### src/rtl/flash_cmd_ctrl.sv
module flash_cmd_ctrl #(
  parameter int ADDR_W    = 5,
  parameter int BUSY_CYC  = 4,
  parameter int BOOT_SIZE = 8,
  parameter bit BOOT_TOP  = 1'b1
) (
  input  logic              clk,
  input  logic              rst_n,
  input  logic              we,
  input  logic [ADDR_W-1:0] addr,
  input  logic [7:0]        wdata,
  input  logic              rd_stb,
  input  logic              hv_rst,
  input  logic              hv_oe,
  input  logic              vpp_low,
  output logic [7:0]        rdata
);
  localparam int DEPTH = 1 << ADDR_W;
  localparam int CNT_W = $clog2(BUSY_CYC + 1);

  typedef enum logic [1:0] {M_ARRAY, M_STATUS, M_SETUP} mode_t;

  mode_t             mode;
  logic [7:0]        mem [DEPTH];
  logic [CNT_W-1:0]  cnt;
  logic [ADDR_W-1:0] p_addr;
  logic [7:0]        p_data;
  logic              p_boot, p_fail;
  logic              sr3, sr4;

  wire busy     = (cnt != '0);
  wire hv_ok    = hv_rst | hv_oe;
  wire [ADDR_W-1:0] rel = BOOT_TOP ? ~addr : addr;
  wire boot_w   = ({1'b0, rel} < (ADDR_W+1)'(BOOT_SIZE));
  wire lost_hv  = p_boot & ~hv_ok;
  wire [7:0] merged = mem[p_addr] & p_data;
  wire clr_cmd  = !busy && we && mode != M_SETUP && wdata == 8'h50;
  wire [7:0] status = {~busy, 2'b00, sr4, sr3, 3'b000};

  always_ff @(posedge clk) begin
    if (!rst_n) begin
      mode   <= M_ARRAY;
      cnt    <= '0;
      p_addr <= '0;
      p_data <= '0;
      p_boot <= 1'b0;
      p_fail <= 1'b0;
      sr3    <= 1'b0;
      sr4    <= 1'b0;
      rdata  <= '0;
      for (int i = 0; i < DEPTH; i++) mem[i] <= 8'hFF;
    end else begin
      if (busy) begin
        cnt <= cnt - 1'b1;
        if (lost_hv) begin
          p_fail <= 1'b1;
          sr4    <= 1'b1;
        end
        if (cnt == CNT_W'(1) && !p_fail && !lost_hv) begin
          mem[p_addr] <= merged;
          if (merged != p_data) sr4 <= 1'b1;
        end
      end else if (we) begin
        if (mode == M_SETUP) begin
          mode <= M_STATUS;
          if (sr3 || vpp_low) sr3 <= 1'b1;
          else if (boot_w && !hv_ok) sr4 <= 1'b1;
          else begin
            cnt    <= CNT_W'(BUSY_CYC);
            p_addr <= addr;
            p_data <= wdata;
            p_boot <= boot_w;
            p_fail <= 1'b0;
          end
        end else begin
          case (wdata)
            8'hFF: mode <= M_ARRAY;
            8'h40: mode <= M_SETUP;
            8'h50: begin
              sr3 <= 1'b0;
              sr4 <= 1'b0;
            end
            default: ;
          endcase
        end
      end
      if (rd_stb) rdata <= (mode == M_ARRAY) ? mem[addr] : status;
    end
  end


  cnt_step_chk: assert property (@(posedge clk) disable iff (!rst_n)
    busy |=> cnt == $past(cnt) - 1'b1);


  busy_ignore_chk: assert property (@(posedge clk) disable iff (!rst_n)
    busy |=> mode == $past(mode));


  setup_exit_chk: assert property (@(posedge clk) disable iff (!rst_n)
    (!busy && we && mode == M_SETUP) |=> mode == M_STATUS);


  sr3_refuse_chk: assert property (@(posedge clk) disable iff (!rst_n)
    (!busy && we && mode == M_SETUP && sr3) |=> (!busy && sr3));


  clear_sts_chk: assert property (@(posedge clk) disable iff (!rst_n)
    clr_cmd |=> (!sr3 && !sr4));


  sr4_sticky_chk: assert property (@(posedge clk) disable iff (!rst_n)
    (sr4 && !clr_cmd) |=> sr4);
endmodule

### config.mk
export PLATFORM = sky130hd
export DESIGN_NAME = flash_cmd_ctrl
export DESIGN_NICKNAME = d
export VERILOG_FILES = /design/src/rtl/flash_cmd_ctrl.sv
export SDC_FILE = /design/constraint.sdc
export NUM_CORES = 1
export LEC_CHECK = 0
export ABC_AREA = 1
export BUFFER_PORTS_ARGS = -buffer_cell sky130_fd_sc_hd__clkbuf_2
export CAP_MARGIN = 20
export CORE_MARGIN = 5
export CORE_UTILIZATION = 40
export DETAILED_ROUTE_END_ITERATION = 10
export HOLD_SLACK_MARGIN = 0.15
export SETUP_SLACK_MARGIN = 0.02
export SLEW_MARGIN = 5
export SYNTH_ARGS = -nofsm -noshare
export SYNTH_HDL_FRONTEND = slang
export SYNTH_SLANG_ARGS = --single-unit
### constraint.sdc
create_clock -name clk -period 2.8 [get_ports clk]
set_input_delay 0.28 -clock clk [delete_from_list [all_inputs] [get_ports clk]]
set_output_delay 0.28 -clock clk [all_outputs]
set_load 0.02 [all_outputs]
==> load_flow_metrics.sql <==
INSERT INTO impl_metrics (metric_group, metric, value, unit) VALUES
('timing', 'fin_setup_tns', '0', 'ps'),
('floorplanning', 'fp.dieArea', '0.0427', 'mm2'),
('global_routing', 'total_congestion_overflow_after_global_routing', '0', ''),
('logic_synthesis', 'ys_ff_latch', '291', ''),
('timing', 'post-route-period-util', '96.8', '%'),
('power_and_ir_drop', 'total_leakage_power', '6.06', 'nW'),
('cts', 'worst_setup_hold_path_clk_slew', '60', 'ps'),
('logic_synthesis', 'post_synth_mux_area_share', '2.07', '%'),
('floorplanning', 'rows', '72', ''),
('timing', 'skew', '16.3', 'ps'),
('logic_synthesis', 'synthesis.area', '0.0155', 'mm2'),
('floorplanning', 'initial_utilization', '40.2', '%'),
('placed_design', 'dp.final_hpwl', '36200', 'um'),
('route', 'via_count', '13800', ''),
('floorplanning', 'ios', '28', ''),
('cells_and_area', 'final.fill_count', '3686', ''),
('timing', 'period_needed', '2710', 'ps'),
('timing', 'timing.final.setup_violations', '0', ''),
('floorplanning', 'die-width', '207', 'um'),
('critical_path', 'worst_ep_arrival_time', '2960', 'ps'),
('logic_synthesis', 'synth.net_count', '1833', ''),
('critical_path', 'flop_to_flop_setup_slack', '90', 'ps'),
('critical_path', 'reg2reg_to', 'mem[6][5]', ''),
('global_routing', 'via_count_of_the_first_global_routing_pass', '12800', ''),
('power_and_ir_drop', 'total_power_per_unit_cell_area', '573', 'mW/mm2'),
('global_routing', 'grt_first_pass_wirelength', '80400', 'um'),
('route', 'detailedRoute.firstIterationViolations', '1652', ''),
('global_routing', 'antenna_violations_before_repair', '0', ''),
('critical_path', 'cp-start-kind', 'flop', ''),
('placed_design', 'routabilityCongestion', '0.978', ''),
('route', 'dr.pass1.iters', '6', ''),
('floorplanning', 'core_region_area', '0.0385', 'mm2'),
('timing', 'setup_repair_after_global_routing_missed_its_margin', 'true', ''),
('critical_path', 'critical_path.max_fanout', '16', ''),
('route', 'wl', '53800', 'um'),
('placed_design', 'placement.setup.worst_slack', '-19.8', 'ps'),
('power_and_ir_drop', 'total_power', '10.2', 'mW'),
('logic_synthesis', 'synth_compound_gate_area_share', '10.0', '%'),
('route', 'remaining_drc_errors', '0', ''),
('job', 'timing.max_cap.violations', '0', ''),
('route', 'detail_route.vias_per_cell', '5.78', ''),
('logic_synthesis', 'yosys_warnings', '0', ''),
('logic_synthesis', 'post_synth_num_cell_types', '28', ''),
('route', 'antenna_left', '0', ''),
('worst_hold_path', 'hold_path_depth', '4', ''),
('logic_synthesis', 'asyncSetResetFlopFracSynth', '0', '%'),
('logic_synthesis', 'seq_area_frac_synth', '54.2', '%'),
('critical_path', 'timing.rr.start', 'cnt[0]', ''),
('worst_hold_path', 'min-delay-start', 'we', ''),
('cts', 'max-clock-path-buffers', '3', ''),
('global_routing', 'grt.total_usage', '24.8', '%'),
('timing', 'timing.final.ws_setup', '88.9', 'ps'),
('timing', 'timing_worst_slew_pin_value', '810', 'ps'),
('cts', 'cts_setup_buffers', '0', ''),
('status', 'outcome', 'complete, no violations', ''),
('logic_synthesis', 'yosys.area_share.xor_xnor', '0', '%'),
('timing', 'slew_headroom', '45.9', '%'),
('logic_synthesis', 'synth_adder_area_share', '0.0809', '%'),
('logic_synthesis', 'synth-main-ff-cell', 'edfxtp_1', ''),
('logic_synthesis', 'synth_top_cell_area_share', '49.7', '%'),
('cells_and_area', 'final_net_count', '1869', ''),
('cells_and_area', 'post_route_cells_drive_above_1_share', '10.1', '%'),
('logic_synthesis', 'number_of_instances_in_the_synthesized_netlist', '1812', ''),
('logic_synthesis', 'post_synth_and_or_nand_nor_area_fraction', '28.1', '%'),
('worst_hold_path', 'whs_endpoint', 'sr4', ''),
('logic_synthesis', 'synth.top_cells.by_area', 'edfxtp_1, nand2_1, nand3_1, dfxtp_1, o21ai_0', ''),
('global_routing', 'grt_start_max_net_pins', '65', ''),
('worst_hold_path', 'min_path_type', 'input pin to flop', ''),
('cts', 'clock_insertion_delay_worst_skew', '520', 'ps'),
('logic_synthesis', 'synth.largest_area_cell', 'edfxtp_1', ''),
('critical_path', 'worstSetupEndpointType', 'flop', '');
==> registers in the layout, summed over array words and instances (netlist names), named ones only <==
signal  cells
cnt         3
mem       256
mode        2
p_addr      5
p_boot      1
p_data      8
p_fail      1
rdata       8
sr3         1
sr4         1
==> how the worst max path moves through the flow <==
stage                            end  slack, ps
after floorplan            mem[0][0]        430
after global routing      mem[10][3]        -70
after CTS                 mem[13][5]         20
after global placement    mem[13][5]         60
after detailed placement  mem[29][0]        -20
final                      mem[6][5]         90
==> through the flow <==
stage	hold slack [ps]	instance area, um2	util (%)	std cells
floorplan	415	15500	-	1812
global placement	451	16400	42.7	2312
detailed placement	452	16400	42.7	2312
CTS	178	17700	45.9	2386
global route	216	17700	46.1	2391
finish	183	17700	46.1	2391
==> kinds of logic after synthesis <==
group	after synthesis
AO/OA/AOI/OAI	243
flip-flops	291
AND/OR/NAND/NOR	1063
multiplexers	32
buffers and inverters	182
adder cells (fa/ha/maj)	1
==> final cells by class <==
type                            count  area, um2  share of cell area [%]
Tap cell                          518        648                    3.66
Inverter                           46        175                   0.989
Timing Repair Buffer              135       1120                    6.31
Multi-Input combinational cell   1339       6250                    35.3
Clock inverter                     11        126                   0.713
Sequential cell                   291       8390                    47.4
Clock buffer                       51       1010                    5.69
==> cell usage after synthesis (all sizes together) (2+ instances only) <==
| library cell | number |
|---|---|
| nand2 | 709 |
| edfxtp | 256 |
| nand3 | 246 |
| nor2 | 91 |
| buf | 87 |
| o21ai | 87 |
| a21oi | 55 |
| clkbuf | 49 |
| inv | 41 |
| dfxtp | 35 |
| a32oi | 32 |
| mux2i | 32 |
| o211ai | 32 |
| o221ai | 32 |
| nor3 | 12 |
| clkinv | 5 |
| a211oi | 3 |
| nor4 | 3 |
| nand4 | 2 |
==> routing by layer <==
layer  wire length [um]  GRT usage (%)  vias up
met2              25100           40.0      747
met5                  0              0        -
li1                   -              -     6354
met1              21900           34.6     6598
met3               4870           3.39      112
met4               1870           8.70        0
==> cell usage in the layout (no fill, tap or decap), drive strengths merged <==
cell type and count:
nand2 709, edfxtp 256, nand3 246, buf 96, nor2 91, o21ai 87, clkbuf 78, a21oi 55
inv 41, dfxtp 35, a32oi 32, mux2i 32, o221ai 32, o211ai 32, dlygate4sd3 12, nor3 12
clkinv 12, nor4 3, a211oi 3, bufinv 3, nand4 2, a31oi 1, o31ai 1, ha 1
clkinvlp 1
==> worst max-delay path, cell delays in order, from the launching register on <==
cell	delay, ps
dfxtp_1	380
nor2_1	90
ha_1	190
nor2_1	140
nand3_1	240
buf_4	230
nor3_1	120
inv_1	380
nor2_1	550
nand2_1	110
==> power by group <==
group | leakage (nW) | internal (mW) | switching (mW)
sequential | 2.02 | 4.75 | 0.0332
clock | 0.549 | 2.77 | 1.77
combinational | 3.49 | 0.268 | 0.560
total | 6.06 | 7.79 | 2.36
==> what timing repair did <==
| action | 4_1_cts | 5_1_grt |
|---|---|---|
| hold buffers | 12 | 0 |
| endpoints found under the hold margin | 14 | 0 |
| resized for setup | 4 | 16 |
| endpoints found under the setup margin | 32 | 140 |
No activity file was read; power rests on OpenSTA's default activity.
